File: src/rtl/cdma_pkg.sv
package cdma_pkg;
    localparam int OFS_MODE = 'h80;
    localparam int OFS_BASE = 'h88;
    localparam int OFS_STAT = 'h8C;

    localparam int MODE_EN   = 7;
    localparam int MODE_DIR  = 4;
    localparam int MODE_FB   = 1;
    localparam int MODE_SRST = 0;

    localparam int CW_OWN   = 31;
    localparam int CW_CHAIN = 4;
    localparam int CW_LAST  = 2;
    localparam int CW_NOINT = 1;

    localparam int ST_DONE = 0;
    localparam int ST_UNAV = 1;
    localparam int ST_END  = 2;
    localparam int ST_BUSY = 3;

    typedef enum logic [2:0] {
        WK_IDLE,
        WK_FETCH,
        WK_RX_WAIT,
        WK_RX_WR,
        WK_TX_RD,
        WK_TX_PUSH,
        WK_WBACK,
        WK_SUSP
    } walk_st_e;
endpackage

File: src/rtl/cdma_beat_cnt.sv
module cdma_beat_cnt #(
    parameter int SZW       = 13,
    parameter int MAX_BYTES = 4096
) (
    input  logic           clk,
    input  logic           rst_n,
    input  logic           load_i,
    input  logic [SZW-1:0] size_i,
    input  logic           dec_i,
    output logic           zero_o,
    output logic           last_o
);
    localparam int MAXW = MAX_BYTES / 4;
    localparam int CW   = $clog2(MAXW + 1);

    logic [CW-1:0]  cnt_d, cnt_q;
    logic [SZW-1:0] clamp;

    always_comb begin
        clamp = (32'(size_i) > MAX_BYTES) ? SZW'(MAX_BYTES) : size_i;
        cnt_d = cnt_q;
        if (load_i) begin
            cnt_d = CW'((32'(clamp) + 32'd3) >> 2);
        end else if (dec_i) begin
            cnt_d = cnt_q - CW'(1);
        end
    end

    always_ff @(posedge clk or negedge rst_n) begin
        if (!rst_n) begin
            cnt_q <= '0;
        end else begin
            cnt_q <= cnt_d;
        end
    end

    assign zero_o = (cnt_q == '0);
    assign last_o = (cnt_q == CW'(1));

    a_r4_dec_nonzero: assert property (@(posedge clk) disable iff (!rst_n)
        dec_i |-> !zero_o)
        else $error("beat decrement with empty count");
endmodule

File: src/rtl/cdma_regs.sv
module cdma_regs
    import cdma_pkg::*;
#(
    parameter int RAW = 8,
    parameter int AW  = 32
) (
    input  logic           clk,
    input  logic           rst_n,
    input  logic           reg_we,
    input  logic [RAW-1:0] reg_addr,
    input  logic [31:0]    reg_wdata,
    output logic [31:0]    reg_rdata,
    input  logic           walk_idle_i,
    input  logic           walk_susp_i,
    input  logic           done_set_i,
    input  logic           unav_set_i,
    input  logic           end_set_i,
    output logic           start_o,
    output logic           resume_o,
    output logic           srst_o,
    output logic           dir_o,
    output logic [AW-1:0]  base_o,
    output logic [2:0]     stat_o
);
    typedef struct packed {
        logic [7:0]    mode;
        logic [AW-1:0] base;
        logic [2:0]    stat;
        logic          srst;
        logic          start;
    } regs_t;

    regs_t r_d, r_q;
    logic  wr_mode, wr_base, wr_stat;
    logic [2:0] clr_mask;

    localparam logic [7:0] MODE_KEEP = 8'((1 << MODE_EN) | (1 << MODE_DIR) | (1 << MODE_FB));

    assign wr_mode = reg_we && (reg_addr == RAW'(OFS_MODE));
    assign wr_base = reg_we && (reg_addr == RAW'(OFS_BASE));
    assign wr_stat = reg_we && (reg_addr == RAW'(OFS_STAT));

    always_comb begin
        r_d       = r_q;
        r_d.start = 1'b0;
        r_d.srst  = 1'b0;
        clr_mask  = wr_stat ? reg_wdata[2:0] : 3'b000;
        if (r_q.srst) begin
            r_d.mode = '0;
            r_d.stat = '0;
        end else begin
            if (wr_mode) begin
                if (reg_wdata[MODE_SRST]) begin
                    r_d.mode = '0;
                    r_d.srst = 1'b1;
                end else begin
                    r_d.mode  = reg_wdata[7:0] & MODE_KEEP;
                    r_d.start = reg_wdata[MODE_EN] && walk_idle_i;
                end
            end
            if (wr_base) begin
                r_d.base = reg_wdata[AW-1:0];
            end
            r_d.stat = (r_q.stat & ~clr_mask) | {end_set_i, unav_set_i, done_set_i};
        end
    end

    always_ff @(posedge clk or negedge rst_n) begin
        if (!rst_n) begin
            r_q <= '0;
        end else begin
            r_q <= r_d;
        end
    end

    always_comb begin
        reg_rdata = '0;
        if (reg_addr == RAW'(OFS_MODE)) begin
            reg_rdata = {24'b0, r_q.mode} | {31'b0, r_q.srst};
        end else if (reg_addr == RAW'(OFS_BASE)) begin
            reg_rdata = 32'(r_q.base);
        end else if (reg_addr == RAW'(OFS_STAT)) begin
            reg_rdata = {28'b0, !walk_idle_i, r_q.stat};
        end
    end

    assign start_o  = r_q.start;
    assign resume_o = wr_stat && reg_wdata[ST_UNAV] && walk_susp_i && !r_q.srst;
    assign srst_o   = r_q.srst;
    assign dir_o    = r_q.mode[MODE_DIR];
    assign base_o   = r_q.base;
    assign stat_o   = r_q.stat;

    a_r11_srst_selfclear: assert property (@(posedge clk) disable iff (!rst_n)
        r_q.srst |=> !r_q.srst)
        else $error("software reset did not clear");

    a_r2_start_leaves_idle: assert property (@(posedge clk) disable iff (!rst_n || r_q.srst)
        r_q.start |=> !walk_idle_i)
        else $error("start did not leave idle");
endmodule

File: src/rtl/cdma_walker.sv
module cdma_walker
    import cdma_pkg::*;
#(
    parameter int AW  = 32,
    parameter int SZW = 13
) (
    input  logic           clk,
    input  logic           rst_n,
    input  logic           start_i,
    input  logic           resume_i,
    input  logic           abort_i,
    input  logic           dir_i,
    input  logic [AW-1:0]  base_i,
    output logic           mem_req,
    output logic           mem_we,
    output logic [AW-1:0]  mem_addr,
    output logic [31:0]    mem_wdata,
    input  logic           mem_ack,
    input  logic [31:0]    mem_rdata,
    input  logic           rxf_valid,
    input  logic [31:0]    rxf_data,
    output logic           rxf_pop,
    input  logic           txf_ready,
    output logic [31:0]    txf_data,
    output logic           txf_push,
    output logic           done_set_o,
    output logic           unav_set_o,
    output logic           end_set_o,
    output logic           idle_o,
    output logic           susp_o,
    output logic           cnt_load_o,
    output logic [SZW-1:0] cnt_size_o,
    output logic           cnt_dec_o,
    input  logic           cnt_zero_i,
    input  logic           cnt_last_i
);
    typedef struct packed {
        walk_st_e      st;
        logic [1:0]    idx;
        logic [AW-1:0] dptr;
        logic [AW-1:0] bptr;
        logic [AW-1:0] nxt;
        logic [31:0]   w0;
        logic [31:0]   data;
        logic          dir;
    } walk_t;

    walk_t w_d, w_q;

    assign cnt_size_o = mem_rdata[SZW-1:0];

    always_comb begin
        w_d        = w_q;
        mem_req    = 1'b0;
        mem_we     = 1'b0;
        mem_addr   = w_q.bptr;
        mem_wdata  = w_q.data;
        rxf_pop    = 1'b0;
        txf_push   = 1'b0;
        done_set_o = 1'b0;
        unav_set_o = 1'b0;
        end_set_o  = 1'b0;
        cnt_load_o = 1'b0;
        cnt_dec_o  = 1'b0;
        unique case (w_q.st)
            WK_IDLE: begin
                if (start_i) begin
                    w_d.dptr = base_i;
                    w_d.idx  = 2'd0;
                    w_d.dir  = dir_i;
                    w_d.st   = WK_FETCH;
                end
            end
            WK_FETCH: begin
                mem_req   = 1'b1;
                mem_addr  = w_q.dptr + AW'({w_q.idx, 2'b00});
                mem_wdata = '0;
                if (mem_ack) begin
                    unique case (w_q.idx)
                        2'd0: begin
                            w_d.w0 = mem_rdata;
                            if (!mem_rdata[CW_OWN]) begin
                                unav_set_o = 1'b1;
                                w_d.st     = WK_SUSP;
                            end else begin
                                w_d.idx = 2'd1;
                            end
                        end
                        2'd1: begin
                            cnt_load_o = 1'b1;
                            w_d.idx    = 2'd2;
                        end
                        2'd2: begin
                            w_d.bptr = mem_rdata[AW-1:0];
                            w_d.idx  = 2'd3;
                        end
                        default: begin
                            w_d.nxt = mem_rdata[AW-1:0];
                            w_d.idx = 2'd0;
                            if (cnt_zero_i) begin
                                w_d.st = WK_WBACK;
                            end else if (w_q.dir) begin
                                w_d.st = WK_TX_RD;
                            end else begin
                                w_d.st = WK_RX_WAIT;
                            end
                        end
                    endcase
                end
            end
            WK_RX_WAIT: begin
                rxf_pop = rxf_valid;
                if (rxf_valid) begin
                    w_d.data = rxf_data;
                    w_d.st   = WK_RX_WR;
                end
            end
            WK_RX_WR: begin
                mem_req = 1'b1;
                mem_we  = 1'b1;
                if (mem_ack) begin
                    cnt_dec_o = 1'b1;
                    w_d.bptr  = w_q.bptr + AW'(4);
                    w_d.st    = cnt_last_i ? WK_WBACK : WK_RX_WAIT;
                end
            end
            WK_TX_RD: begin
                mem_req = 1'b1;
                if (mem_ack) begin
                    w_d.data = mem_rdata;
                    w_d.st   = WK_TX_PUSH;
                end
            end
            WK_TX_PUSH: begin
                txf_push = txf_ready;
                if (txf_ready) begin
                    cnt_dec_o = 1'b1;
                    w_d.bptr  = w_q.bptr + AW'(4);
                    w_d.st    = cnt_last_i ? WK_WBACK : WK_TX_RD;
                end
            end
            WK_WBACK: begin
                mem_req   = 1'b1;
                mem_we    = 1'b1;
                mem_addr  = w_q.dptr;
                mem_wdata = w_q.w0 & ~(32'b1 << CW_OWN);
                if (mem_ack) begin
                    done_set_o = !w_q.w0[CW_NOINT] || w_q.w0[CW_LAST];
                    if (w_q.w0[CW_LAST]) begin
                        end_set_o = 1'b1;
                        w_d.st    = WK_IDLE;
                    end else begin
                        w_d.dptr = w_q.w0[CW_CHAIN] ? w_q.nxt : (w_q.dptr + AW'(16));
                        w_d.idx  = 2'd0;
                        w_d.st   = WK_FETCH;
                    end
                end
            end
            WK_SUSP: begin
                if (resume_i) begin
                    w_d.idx = 2'd0;
                    w_d.st  = WK_FETCH;
                end
            end
            default: w_d.st = WK_IDLE;
        endcase
        if (abort_i) begin
            w_d.st = WK_IDLE;
        end
    end

    always_ff @(posedge clk or negedge rst_n) begin
        if (!rst_n) begin
            w_q <= '{st: WK_IDLE, default: '0};
        end else begin
            w_q <= w_d;
        end
    end

    assign txf_data = w_q.data;
    assign idle_o   = (w_q.st == WK_IDLE);
    assign susp_o   = (w_q.st == WK_SUSP);

    a_r5_req_hold: assert property (@(posedge clk) disable iff (!rst_n || abort_i)
        (mem_req && !mem_ack) |=> (mem_req && $stable(mem_addr) && $stable(mem_we) && $stable(mem_wdata)))
        else $error("memory request changed before acknowledge");
endmodule

File: src/rtl/cdma_engine.sv
module cdma_engine
    import cdma_pkg::*;
#(
    parameter int RAW       = 8,
    parameter int AW        = 32,
    parameter int SZW       = 13,
    parameter int MAX_BYTES = 4096
) (
    input  logic           clk,
    input  logic           rst_n,
    input  logic           reg_we,
    input  logic [RAW-1:0] reg_addr,
    input  logic [31:0]    reg_wdata,
    output logic [31:0]    reg_rdata,
    output logic           irq,
    output logic           mem_req,
    output logic           mem_we,
    output logic [AW-1:0]  mem_addr,
    output logic [31:0]    mem_wdata,
    input  logic           mem_ack,
    input  logic [31:0]    mem_rdata,
    input  logic           rxf_valid,
    input  logic [31:0]    rxf_data,
    output logic           rxf_pop,
    input  logic           txf_ready,
    output logic [31:0]    txf_data,
    output logic           txf_push
);
    logic           start, resume, srst, dir;
    logic [AW-1:0]  base;
    logic [2:0]     stat;
    logic           done_set, unav_set, end_set, walk_idle, walk_susp;
    logic           cnt_load, cnt_dec, cnt_zero, cnt_last;
    logic [SZW-1:0] cnt_size;

    cdma_regs #(.RAW(RAW), .AW(AW)) regs_i (
        .clk(clk), .rst_n(rst_n),
        .reg_we(reg_we), .reg_addr(reg_addr), .reg_wdata(reg_wdata), .reg_rdata(reg_rdata),
        .walk_idle_i(walk_idle), .walk_susp_i(walk_susp),
        .done_set_i(done_set), .unav_set_i(unav_set), .end_set_i(end_set),
        .start_o(start), .resume_o(resume), .srst_o(srst), .dir_o(dir),
        .base_o(base), .stat_o(stat)
    );

    cdma_walker #(.AW(AW), .SZW(SZW)) walker_i (
        .clk(clk), .rst_n(rst_n),
        .start_i(start), .resume_i(resume), .abort_i(srst), .dir_i(dir), .base_i(base),
        .mem_req(mem_req), .mem_we(mem_we), .mem_addr(mem_addr), .mem_wdata(mem_wdata),
        .mem_ack(mem_ack), .mem_rdata(mem_rdata),
        .rxf_valid(rxf_valid), .rxf_data(rxf_data), .rxf_pop(rxf_pop),
        .txf_ready(txf_ready), .txf_data(txf_data), .txf_push(txf_push),
        .done_set_o(done_set), .unav_set_o(unav_set), .end_set_o(end_set),
        .idle_o(walk_idle), .susp_o(walk_susp),
        .cnt_load_o(cnt_load), .cnt_size_o(cnt_size), .cnt_dec_o(cnt_dec),
        .cnt_zero_i(cnt_zero), .cnt_last_i(cnt_last)
    );

    cdma_beat_cnt #(.SZW(SZW), .MAX_BYTES(MAX_BYTES)) cnt_i (
        .clk(clk), .rst_n(rst_n),
        .load_i(cnt_load), .size_i(cnt_size), .dec_i(cnt_dec),
        .zero_o(cnt_zero), .last_o(cnt_last)
    );

    assign irq = |stat;

    a_r3_suspend_quiet: assert property (@(posedge clk) disable iff (!rst_n)
        stat[ST_UNAV] |-> (!mem_req && !rxf_pop && !txf_push))
        else $error("traffic while descriptor unavailable");
endmodule

File: config.mk
export PLATFORM = sky130hd
export DESIGN_NAME = cdma_engine
export DESIGN_NICKNAME = d
export VERILOG_FILES = /design/src/rtl/cdma_pkg.sv /design/src/rtl/cdma_beat_cnt.sv /design/src/rtl/cdma_regs.sv /design/src/rtl/cdma_walker.sv /design/src/rtl/cdma_engine.sv
export SDC_FILE = /design/constraint.sdc
export NUM_CORES = 1
export LEC_CHECK = 0
export ABC_AREA = 1
export BUFFER_PORTS_ARGS = -buffer_cell sky130_fd_sc_hd__buf_4
export CAP_MARGIN = 20
export CORE_UTILIZATION = 38
export DETAILED_ROUTE_END_ITERATION = 10
export HOLD_SLACK_MARGIN = 0.15
export PLACE_DENSITY = 0.69
export SKIP_LAST_GASP = 1
export SYNTH_ARGS = -nofsm -noshare
export SYNTH_HDL_FRONTEND = slang
export SYNTH_HIERARCHICAL = 1
export SYNTH_SLANG_ARGS = --single-unit
export TNS_END_PERCENT = 50
File: constraint.sdc
create_clock -name clk -period 4.65 [get_ports clk]
set_clock_uncertainty 0.1 [all_clocks]
set_input_delay 0.465 -clock clk [delete_from_list [all_inputs] [get_ports clk]]
set_output_delay 0.465 -clock clk [all_outputs]
set_load 0.02 [all_outputs]
Word level (Yosys, flattened, before mapping). Index checks and enable logic that the tools add are counted. Widths: inputs -> output; s select.

Output and inout bits: 133. Flip-flop bits (word level): 222. Logic and storage cells: 163.

$lt $le $gt $ge: 1. Bitwise operators: 6. Add/subtract/negate cells: 5. Equal/unequal tests: 34. Reductions and logical operators: 34. Mux-type cells: 69.

Operator list (number): $mux 32 (10); $pmux 32 s2 (4); $mux 96 (1); $pmux 32 s3 (1); $mux 37 (2); $mux 34 (1); $mux 3 (11); $add 32x3->32 const B (1); $add 32x4->32 (1); $add 32x5->32 const B (1); $ne 3x3->1 const B (10); $eq 8x8->1 const B (3); $mux 8 (3); $pmux 3 s8 (1); $mux 11 (2); $mux 1 (21); $ne 2x2->1 const B (10); $add 13x2->13 const B (1); $gt 13x13->1 const B (1); $mux 13 (1); $eq 3x3->1 const B (4); $eq 11x1->1 const B (1); $logic_not 11->1 (1); $sub 11x1->11 const B (1); other kinds (34) (56).

Depth between registers and ports, before layout. Gate-level depths: netlist (run 1).

Depth after elaboration: 8. Depth in mapped cells: 14.

Modules after synthesis. Netlist (run 1), hierarchy kept.

By module, submodules not included: cdma_walker (cells each 1620, times used 1, area an instance 11029.3 µm²); cdma_regs (cells each 303, times used 1, area an instance 2227.1 µm²); cdma_beat_cnt (cells each 174, times used 1, area an instance 1104.8 µm²); cdma_engine (cells each 3, times used 1, area an instance 11.3 µm²).

Least setup slack after synthesis (run 1). OpenSTA, ideal clock, no wires.

Path type: flip-flop to output port. Start: register walker_i/w_q[162] (netlist bit). End: output mem_addr[11]. Required time: 4.085 ns. Cell stages (with the launch flop): 8. Slack: 2.227 ns. Path buffers: 1. Data arrival time: 1.858 ns. Path through: dfrtp_1 ha_1 a21oi_1 inv_1 clkbuf_1 nand2_1 a21oi_1 o22ai_1.

Word-level cells in the longest chain between the ends: 2.

Ends and longest elaborated chain: start, declared (line cdma_walker.sv:48) `walk_t w_d, w_q;`; start signal, assigned (line cdma_walker.sv:176) `w_q <= w_d;`; $add 32x4->32 (line cdma_walker.sv:76) `mem_addr = w_q.dptr + AW'({w_q.idx, 2'b00});`; $pmux 32 s2 (line cdma_walker.sv:65) `unique case (w_q.st)`; end, declared (line cdma_engine.sv:18) `output logic [AW-1:0] mem_addr,`.

Every way passes these cells.

Worst setup path in the final report (run 1).
Start: register walker_i/w_q[161] (netlist bit). End: output mem_addr[12].

The elaborated chain is that of the path after synthesis.

==> results of run 1 <==
## state kept, by name, indices dropped and copies added (netlist names)
register,count
regs_i/srst_o,1
walker_i/w_q,133
regs_i/stat_o,3
regs_i/base_o,32
walker_i/txf_data,32
regs_i/dir_o,1
regs_i/start_o,1
cnt_i/cnt_q,11
regs_i/r_q,2
## critical path, delay by kind of cell, from the launching register on
kind,cells,cell delay [ps]
AOI/OAI and AO/OA,3,610
DFF,1,420
buffers and inverters,2,670
adders and majority gates,2,760
## layout make-up
class	count	area, sq um
clock inverter	7	110
clock buffer	35	746
inverter	240	908
tap	504	631
timing repair buffer	301	2430
sequential	216	5410
antenna	3	7.51
fill	3780	19600
multi-input combinational	1478	7000
## path summary, 6_finish.rpt
check                                              to  cells after the start
worst min register to register         regs_i/r_q[44]                      2
max in group asynchronous           walker_i/w_q[125]                      3
min in group asynchronous       walker_i/txf_data[11]                      2
worst min-delay path             walker_i/txf_data[5]                      5
worst max register to register         cnt_i/cnt_q[0]                      6
worst max-delay path                     mem_addr[12]                      7
## cell families after synthesis
group | after synthesis | share of synthesized area, %
DFF | 216 | 37.6
buffers and inverters | 406 | 13.8
AOI/OAI and AO/OA | 407 | 16.1
adders and majority gates | 11 | 1.01
xor gates and xnor gates | 7 | 0.427
and+or+nand+nor | 1053 | 31.0
## layer usage
metal	global-route usage, %	up-vias
li1	-	7020
met1	36.8	7069
met2	43.0	677
met3	5.70	109
met4	10.5	4
met5	0	-
## power by group
| group | switching (W) | leakage [nW] | internal [W] |
|---|---|---|---|
| clock network | 0.000814 | 0.424 | 0.00127 |
| logic | 0.00364 | 5.12 | 0.00188 |
| registers | 0.000760 | 2.75 | 0.00256 |
| total | 0.00522 | 8.30 | 0.00571 |
## per-stage QoR
stage | power [W] | std cells | hold WS (ps) | setup slack (ps) | area, sq um
after detailed placement | 0.00873 | 2690 | 360 | 1600 | 15900
after global placement | 0.00864 | 2690 | 357 | 1790 | 15900
final | 0.0109 | 2784 | 161 | 1090 | 17200
after CTS | 0.0109 | 2779 | 152 | 1170 | 17200
after floorplan | 0.00682 | 2100 | 69.4 | 2230 | 14400
after global routing | 0.0116 | 2781 | 158 | 891 | 17200
## cells in the final DEF, fill, tap and decap left out, drive strengths merged, types with 36 or more instances in the layout
cell / count
nand3: 164
inv: 237
a21oi: 72
o21ai: 234
dfrtp: 216
nand2: 626
dlygate4sd3: 47
clkbuf: 36
buf: 253
nor2: 226
==> results.md, run 1 <==
| Metric | Reported |
|---|---|
| Outcome | finished clean |
| TritonCTS clock tree | built |
| Routed wire length on met3 | 4880 um |
| Routed length on met1 | 22600 um |
| Post-DR vias/cell | 5.34 |
| Mean routed wirelength per cell | 19.2 um |
| Clk_lat worst skew | 530 ps |
| Final setup vio count | 0 |
| Area inside the core boundary | 0.0369 sq mm |
| Routed vias | 14879 |
| Total grt overflow | 0 |
| Net count, final | 2385 |
| Detailed-route wire length | 53400 um |
| Number of hold-repair buffers added at the cts stage | 47 |
| Critical path startpoint category | register |
| Final number of max-transition violations | 0 |
| Setup tns final | 0 ps |
| Number of different library cells in the post-synthesis netlist | 51 |
| Lkg Pwr | 8.30 nW |
| Die outline area | 0.0386 sq mm |
| Final critical-path share of the clock period | 76.5% |
| Critical Path Max Stage Delay | 540 ps |
| DRC Markers | 0 |
| Worst vdd rail ir drop | 0.396 mV |
| Beginning of the worst hold path | rxf_data[5] |
| Max-capacitance violation count | 0 |
| Ports placed on the boundary | 243 |
| Synthesized area per cell | 6.84 sq um |
| CTS H-tree lvls | 1 |
| Final weighted congestion in routability-driven placement | 0.949 |
| CP Class | reg2out |
| R2R setup slack | 1720 ps |
| Top post-synthesis cells by area | sky130_fd_sc_hd__dfrtp_1 38%, sky130_fd_sc_hd__nand2_1 16%, sky130_fd_sc_hd__o21ai_0 7.6%, sky130_fd_sc_hd__inv_1 5.9%, sky130_fd_sc_hd__nand3_1 5.6% |
| Clock tree root buffer cell | sky130_fd_sc_hd__clkbuf_16 |
| Final Core Density | 46.7% |
| Area of the mapped netlist | 0.0144 sq mm |
| Share of flip-flops with an asynchronous set or reset | 100% |
| Vias in the first global route | 14037 |
| Number of instances resized during post-cts repair | 0 |
| Area Overhead vs Synth | 19.9% |
| Commonest cells in the synthesized netlist | 611 x sky130_fd_sc_hd__nand2_1, 224 x sky130_fd_sc_hd__inv_1, 217 x sky130_fd_sc_hd__o21ai_0 |
| Total global-route track usage | 27.3% |
| Path category of the worst min-delay check | in2reg |
| Achievable frequency | 281 MHz |
| Most used DFF post-synth | sky130_fd_sc_hd__dfrtp_1 |
| Critical Path AT | 2990 ps |
| Routed length on met2 | 23900 um |
| Dominant cell by count in the synthesized netlist | sky130_fd_sc_hd__nand2_1 |
| Post-Synthesis Cells | 2100 |
| DRT antenna net count | 0 |
| X dimension of the die | 196 um |
| Most Frequent Cell on Critical Path | sky130_fd_sc_hd__o211ai_1 |
| Worst slew margin relative to its limit | 26.6% |
| Number of clock buffers inserted by TritonCTS | 27 |
| Highest metal layer with signal wires | met5 |
| Top-area cell type share of the netlist area | 37.6% |
| Pin count of the biggest net entering global routing | 100 |
| Final-report hold violation count | 0 |
| Cells along the critical path | ha_1 > fa_1 > clkinv_1 > o21ai_0 > o211ai_1 > o211ai_1 > buf_4 |
| Post-DP HPWL | 39200 um |
| Drt first-iter violations | 1514 |
| Syn nets | 2221 |
| Initial Util | 39.0% |
| First-pass GRT wire length | 81200 um |
| Buffers from clock root to sink, at most | 3 |
| Setup repair after global routing missed its margin | false |
| Sequential share of the synthesized area | 37.6% |
| Worst path slowest cell | sky130_fd_sc_hd__fa_1 |
| Drt first pass iters | 6 |
| Worst R2R Start | walker_i/w_q[165] |
| FF+latch count, synth | 216 |
| Post-CTS Setup Bufs | 0 |
| Antenna violations before repair | 4 |
| Post-synthesis cell type with the largest combined area | sky130_fd_sc_hd__dfrtp_1 |
| Placement row count | 70 |
| Height of the die | 196 um |
| Count of input and output buffers | 242 |
| Launch point of the worst path | walker_i/w_q[161] |
| Fraction of final layout cells with drive strength greater than 1 | 15.6% |
| Power density over cell area | 634 mW/mm^2 |
| Required @ worst endpoint | 4090 ps |
| Number of enable flip-flop cells after synthesis | 0 |
| Clock transition at the registers of the reported paths | 60 ps |
| Clk sinks | 216 |
| Synthesis warning total | 6 |
| Critical Path Sink Type | output pin |
| Crit Path Max Fanout | 13 |
| Period minus WS final | 3560 ps |
| Slew of the pin with the lowest slew margin | 1100 ps |
Power figures use the tool's default switching activity.
==> inputs of run 2 (changes only) <==
Clock period 4.65 ns to 3.3 ns, I/O delays scaled along.
==> run 2 against run 1 <==
Clock power rose by 35%. Utilization up 1.6 points. Routed wire length increased by 2.8%. Flip-flop and latch count stayed put. First-iteration DRC count grew 2.8%. Via count increased by 1.8%. Critical path depth up 2. Total power grew 41%. Largest power group unchanged. Final cell count up 2.3%. Largest cell class unchanged.
==> results.md, run 2 (synthesis gave the netlist of run 1 again) <==
| Metric | Reported | Change |
|---|---|---|
| Ports placed on the boundary | 243 | unchanged |
| Buffers from clock root to sink, at most | 3 | unchanged |
| Vias in the first global route | 14624 | was 14037 |
| Path category of the worst min-delay check | in2reg | unchanged |
| Critical Path Sink Type | output pin | unchanged |
| Fraction of final layout cells with drive strength greater than 1 | 15.9% | was 15.6% |
| Clk sinks | 216 | unchanged |
| Most frequent standard cell in the layout excluding fill and tap cells | sky130_fd_sc_hd__nand2_1 | unchanged |
| Pin count of the biggest net entering global routing | 79 | was 100 |
| Post-Place Cells | 2705 | was 2690 |
| X dimension of the die | 196 um | unchanged |
| Final setup vio count | 0 | unchanged |
| Final critical-path share of the clock period | 96.5% |  |
| Post-DP HPWL | 40500 um | was 39200 um |
| Final Worst Setup Slack | 115 ps | was 1090 ps |
| Register area | 0.00541 sq mm | unchanged |
| Period minus WS final | 3180 ps |  |
| Die outline area | 0.0386 sq mm | unchanged |
| Total grt overflow | 0 | unchanged |
| Worst vdd rail ir drop | 0.640 mV | was 0.396 mV |
| Area inside the core boundary | 0.0369 sq mm | unchanged |
| Layout fillers | 3718 | was 3780 |
| Commonest non-fill, non-tap cells in the layout | 610 x sky130_fd_sc_hd__nand2_1, 263 x sky130_fd_sc_hd__buf_4, 224 x sky130_fd_sc_hd__inv_1 | was 610 x sky130_fd_sc_hd__nand2_1, 250 x sky130_fd_sc_hd__buf_4, 224 x sky130_fd_sc_hd__inv_1 |
| CTS H-tree lvls | 1 | unchanged |
| Final number of max-transition violations | 0 | unchanged |
| DRC Markers | 0 | unchanged |
| Antenna violations before repair | 4 | unchanged |
| Critical path startpoint category | register | unchanged |
| Setup tns final | 0 ps | unchanged |
| Placement row count | 70 | unchanged |
| Critical Path AT | 2750 ps | was 2990 ps |
| Final-report hold violation count | 0 | unchanged |
| Initial Util | 39.0% | unchanged |
| Mean routed wirelength per cell | 19.3 um | was 19.2 um |
| Outcome | finished clean | unchanged |
| Setup WS pre-CTS | 721 ps | was 1600 ps |
| Number of clock buffers inserted by TritonCTS | 25 | was 27 |
| Clock tree root buffer cell | sky130_fd_sc_hd__clkbuf_16 | unchanged |
| Lkg Pwr | 8.56 nW | was 8.30 nW |
| Slew of the pin with the lowest slew margin | 992 ps | was 1100 ps |
| Final Core Density | 48.4% | was 46.7% |
| Max-capacitance violation count | 0 | unchanged |
| Count of input and output buffers | 242 | unchanged |
| Clock transition at the registers of the reported paths | 60 ps | about the same |
| CP Class | reg2out | unchanged |
| Number of antenna diodes | 0 | was 3 |
| DRT antenna net count | 0 | unchanged |
| Clk_lat worst skew | 540 ps | was 530 ps |
| Flip-flop count of the largest register after layout | 133 | unchanged |
| Largest Register | walker_i/w_q | unchanged |
| Setup repair after global routing missed its margin | true | was false |
| Achievable frequency | 314 MHz |  |
| Final weighted congestion in routability-driven placement | 0.972 | was 0.949 |
| Drt first-iter violations | 1556 | was 1514 |
| Routed vias | 15145 | was 14879 |
| Area Overhead vs Synth | 24.1% | was 19.9% |
| Total global-route track usage | 28.3% | was 27.3% |
| Post-DR vias/cell | 5.32 | was 5.34 |
| Crit Path Max Fanout | 6 | was 13 |
| Multi-input gate area in the final layout | 0.00700 sq mm | about the same |
| Net count, final | 2449 | was 2385 |
| Height of the die | 196 um | unchanged |
| Post-route cell area | 0.0178 sq mm | was 0.0172 sq mm |
| Drt first pass iters | 6 | unchanged |
| First-pass GRT wire length | 84200 um | was 81200 um |
| Worst slew margin relative to its limit | 33.5% | was 26.6% |
| Power density over cell area | 864 mW/mm^2 | was 634 mW/mm^2 |
| Required @ worst endpoint | 2870 ps | was 4090 ps |
| TritonCTS clock tree | built | unchanged |
| Detailed-route wire length | 54900 um | was 53400 um |
| Placed Area | 0.0160 sq mm | was 0.0159 sq mm |
| Post-route insts no fill | 2849 | was 2784 |
run 2: final cells by class:
type | instances | share of cell area [%]
Multi-Input combinational cell | 1478 | 39.2
Sequential cell | 216 | 30.3
Timing Repair Buffer | 367 | 17.2
Tap cell | 504 | 3.54
Inverter | 240 | 5.09
Clock buffer | 34 | 4.03
Clock inverter | 10 | 0.610
run 2: where the power goes:
part / internal (W) / switching, W / leakage (nW)
sequential: 0.00361 / 0.00103 / 2.75
combinational: 0.00274 / 0.00521 / 5.40
clock: 0.00168 / 0.00116 / 0.407
total: 0.00802 / 0.00740 / 8.56
run 2: worst paths after layout:
| path | depth (start not counted) | startpoint | end | slack (ps) |
|---|---|---|---|---|
| max in group asynchronous | 3 | rst_n | walker_i/w_q[152] | 1940 |
| hold / removal | 3 | mem_rdata[9] | walker_i/w_q[74] | 170 |
| hold reg to reg | 2 | regs_i/r_q[38] | regs_i/r_q[38] | 370 |
| min in group asynchronous | 2 | rst_n | walker_i/txf_data[11] | 260 |
| setup / recovery | 9 | walker_i/w_q[133] | mem_addr[14] | 120 |
| setup reg to reg | 9 | walker_i/w_q[165] | walker_i/w_q[144] | 620 |
run 2: repair_timing:
item	4_1_cts	5_1_grt
setup buffers	0	0
resized for setup	0	1
hold buffers	99	0
endpoints found under the hold margin	183	0
setup endpoints to repair	0	5
run 2: per-stage QoR:
step           hold WS (ps)  power, W
4_1_cts                 154    0.0154
6_report                166    0.0154
2_1_floorplan         -65.6   0.00961
3_3_place_gp            305    0.0123
5_1_grt                 177    0.0164
3_5_place_dp            309    0.0124
run 2: critical path, cell delays in order (launching register included):
cell,delay (ps)
sky130_fd_sc_hd__dfrtp_1,400
sky130_fd_sc_hd__ha_1,240
sky130_fd_sc_hd__nand3_1,130
sky130_fd_sc_hd__nor2_1,440
sky130_fd_sc_hd__nand2_1,230
sky130_fd_sc_hd__inv_1,140
sky130_fd_sc_hd__nand2_1,80
sky130_fd_sc_hd__o211ai_1,160
sky130_fd_sc_hd__o211ai_1,180
sky130_fd_sc_hd__buf_4,200
run 2: metal layers:
metal	GRT usage [%]	routed length, um	vias up
met5	0	0	-
met4	10.4	1940	0
met3	4.77	4650	93
met2	46.4	25500	647
met1	37.4	22800	7263
li1	-	-	7142
==> inputs of run 3 (changes only) <==
Settings changed: CTS_BUF_LIST set to sky130_fd_sc_hd__clkbuf_2 sky130_fd_sc_hd__clkbuf_4 sky130_fd_sc_hd__clkbuf_8.
==> run 3 against run 2 <==
Flip-flop and latch count stayed put. Sequential share of layout area is 0.14 points lower. Die area stayed put. Routed wire length is 0.47% higher. Final cell count is 1.1% higher. Clock-buffer cell count is 34 higher. Critical path type unchanged. First-iteration DRC count is 5.7% higher. Critical path depth is 1 lower. Largest power group unchanged. Highest routed layer unchanged. Fmax is 0.79% higher. Critical endpoint is now mem_addr[11]. Non-clock buffer count is 3 higher. Clock power hardly changed. Utilization is 0.22 points higher.
==> results.md, run 3 (synthesis gave the netlist of run 1 again) <==
| Metric | Reported | Change |
|---|---|---|
| Mean routed wirelength per cell | 19.2 um | was 19.3 um |
| Setup WS pre-CTS | 721 ps | unchanged |
| Met2 usage | 47.1% | was 46.4% |
| Clk_lat worst skew | 550 ps | was 540 ps |
| Placed Area | 0.0160 sq mm | unchanged |
| Crit Path Max Fanout | 11 | was 6 |
| Worst vdd rail ir drop | 0.619 mV | was 0.640 mV |
| CP Class | reg2out | unchanged |
| Vias in the first global route | 14706 | was 14624 |
| Max-capacitance violation count | 0 | unchanged |
| Clock tree root buffer cell | sky130_fd_sc_hd__clkbuf_8 | was sky130_fd_sc_hd__clkbuf_16 |
| Drt first pass iters | 8 | was 6 |
| Required @ worst endpoint | 2870 ps | about the same |
| Pin count of the biggest net entering global routing | 79 | unchanged |
| Final setup vio count | 0 | unchanged |
| CTS H-tree lvls | 2 | was 1 |
| Number of antenna diodes | 0 | unchanged |
| Post-Place Cells | 2705 | unchanged |
| Power density over cell area | 862 mW/mm^2 | was 864 mW/mm^2 |
| Area Overhead vs Synth | 24.7% | was 24.1% |
| Initial Util | 39.0% | unchanged |
| Ports placed on the boundary | 243 | unchanged |
| Slew of the pin with the lowest slew margin | 1050 ps | was 992 ps |
| First-pass GRT wire length | 84600 um | was 84200 um |
| Number of clock buffers inserted by TritonCTS | 41 | was 25 |
| Count of input and output buffers | 242 | unchanged |
| Met3 global-route usage | 5.60% | was 4.77% |
| Setup tns final | 0 ps | unchanged |
| Fraction of final layout cells with drive strength greater than 1 | 17.0% | was 15.9% |
| Total global-route track usage | 28.5% | was 28.3% |
| Critical Path Sink Type | output pin | unchanged |
| Drt first-iter violations | 1645 | was 1556 |
| Worst path slowest cell | sky130_fd_sc_hd__dfrtp_1 | was sky130_fd_sc_hd__nor2_1 |
| Final number of max-transition violations | 0 | unchanged |
| Routed vias | 15188 | was 15145 |
| Placement row count | 70 | unchanged |
| Most frequent standard cell in the layout excluding fill and tap cells | sky130_fd_sc_hd__nand2_1 | unchanged |
| Critical path startpoint category | register | unchanged |
| Global routing's busiest layer | met2 | unchanged |
| X dimension of the die | 196 um | unchanged |
| Post-DR vias/cell | 5.27 | was 5.32 |
| Largest Register | walker_i/w_q | unchanged |
| Critical Path Max Stage Delay | 460 ps | was 440 ps |
| Flip-flop count of the largest register after layout | 133 | unchanged |
| Path category of the worst min-delay check | in2reg | unchanged |
| Buffering stage count on the worst path with inverters included | 3 | was 2 |
| Worst slew margin relative to its limit | 29.5% | was 33.5% |
| Final Worst Setup Slack | 140 ps | was 115 ps |
| Clock transition at the registers of the reported paths | 50 ps | was 60 ps |
| Critical path's top delay family | compound AO/OA/AOI/OAI gates | was simple AND/OR/NAND/NOR gates |
| TritonCTS clock tree | built | unchanged |
| Post-route cell area | 0.0179 sq mm | was 0.0178 sq mm |
| Cells along the critical path | ha_1 > a21oi_1 > inv_1 > buf_4 > nand2_1 > a21oi_1 > o22ai_1 > buf_4 | was ha_1 > nand3_1 > nor2_1 > nand2_1 > inv_1 > nand2_1 > o211ai_1 > o211ai_1 > buf_4 |
| Area inside the core boundary | 0.0369 sq mm | unchanged |
| Net count, final | 2468 | was 2449 |
| DRC Markers | 0 | unchanged |
| Post-DP HPWL | 40500 um | unchanged |
| Global routing met1 resource utilization | 37.3% | was 37.4% |
| Final critical-path share of the clock period | 95.8% | was 96.5% |
| Final weighted congestion in routability-driven placement | 0.972 | unchanged |
| Period minus WS final | 3160 ps | was 3180 ps |
| DRT antenna net count | 0 | unchanged |
| Buffers from clock root to sink, at most | 3 | unchanged |
| Outcome | finished clean | unchanged |
| Die outline area | 0.0386 sq mm | unchanged |
| Detailed-route wire length | 55200 um | was 54900 um |
| Final-report hold violation count | 0 | unchanged |
| Antenna violations before repair | 5 | was 4 |
| Setup repair after global routing missed its margin | true | unchanged |
| Clk sinks | 216 | unchanged |
| Critical Path AT | 2730 ps | was 2750 ps |
| Height of the die | 196 um | unchanged |
| Lkg Pwr | 8.63 nW | was 8.56 nW |
| Achievable frequency | 316 MHz | was 314 MHz |
| Post-route insts no fill | 2880 | was 2849 |
| Total grt overflow | 0 | unchanged |
| Commonest non-fill, non-tap cells in the layout | 610 x sky130_fd_sc_hd__nand2_1, 263 x sky130_fd_sc_hd__buf_4, 224 x sky130_fd_sc_hd__inv_1 | unchanged |
-- run 3: timing repair --
item,4_1_cts,5_1_grt
resized for setup,0,1
hold buffers,102,0
endpoints found under the hold margin,205,0
setup buffers,0,0
setup endpoints to repair,0,5
-- run 3: metrics by stage --
step	hold slack [ps]	utilization (%)	power (W)
after global routing	181	48.6	0.0165
after global placement	305	43.4	0.0123
final	187	48.6	0.0155
after detailed placement	309	43.4	0.0124
after floorplan	-65.6	-	0.00961
after CTS	164	48.5	0.0154
-- run 3: worst min-delay path, cell delays in order --
cell and delay, ps:
sky130_fd_sc_hd__buf_4 100, sky130_fd_sc_hd__inv_1 150, sky130_fd_sc_hd__o21ai_0 200
-- run 3: final cells by class --
class                   count  area (sq um)
multi-input cells        1478          7000
fillers                  3744         19000
inverters                 240           908
clock inverters             4          50.0
flip-flops and latches    216          5410
well taps                 504           631
clock buffers              68           830
repair buffers            370          3100
-- run 3: path summary, 6_finish.rpt --
| check | slack [ps] | depth (start not counted) | start | end |
|---|---|---|---|---|
| worst max-delay path | 140 | 8 | walker_i/w_q[162] | mem_addr[11] |
| worst min-delay path | 190 | 3 | mem_rdata[2] | walker_i/w_q[35] |
| worst max register to register | 370 | 9 | walker_i/w_q[165] | cnt_i/cnt_q[10] |
| worst min register to register | 370 | 2 | regs_i/r_q[38] | regs_i/r_q[38] |
| max in group asynchronous | 1940 | 3 | rst_n | walker_i/w_q[152] |
| min in group asynchronous | 270 | 2 | rst_n | walker_i/txf_data[11] |
-- run 3: per-layer routing --
metal	vias up	part of all wire [%]
li1	7176	-
met2	695	47
met1	7219	42
met3	98	7.9
met4	0	3.0
met5	-	0
-- run 3: where the power goes --
part / switching, W / leakage [nW] / internal [W]
clock network: 0.00119 / 0.463 / 0.00166
logic: 0.00523 / 5.42 / 0.00275
registers: 0.00103 / 2.75 / 0.00361
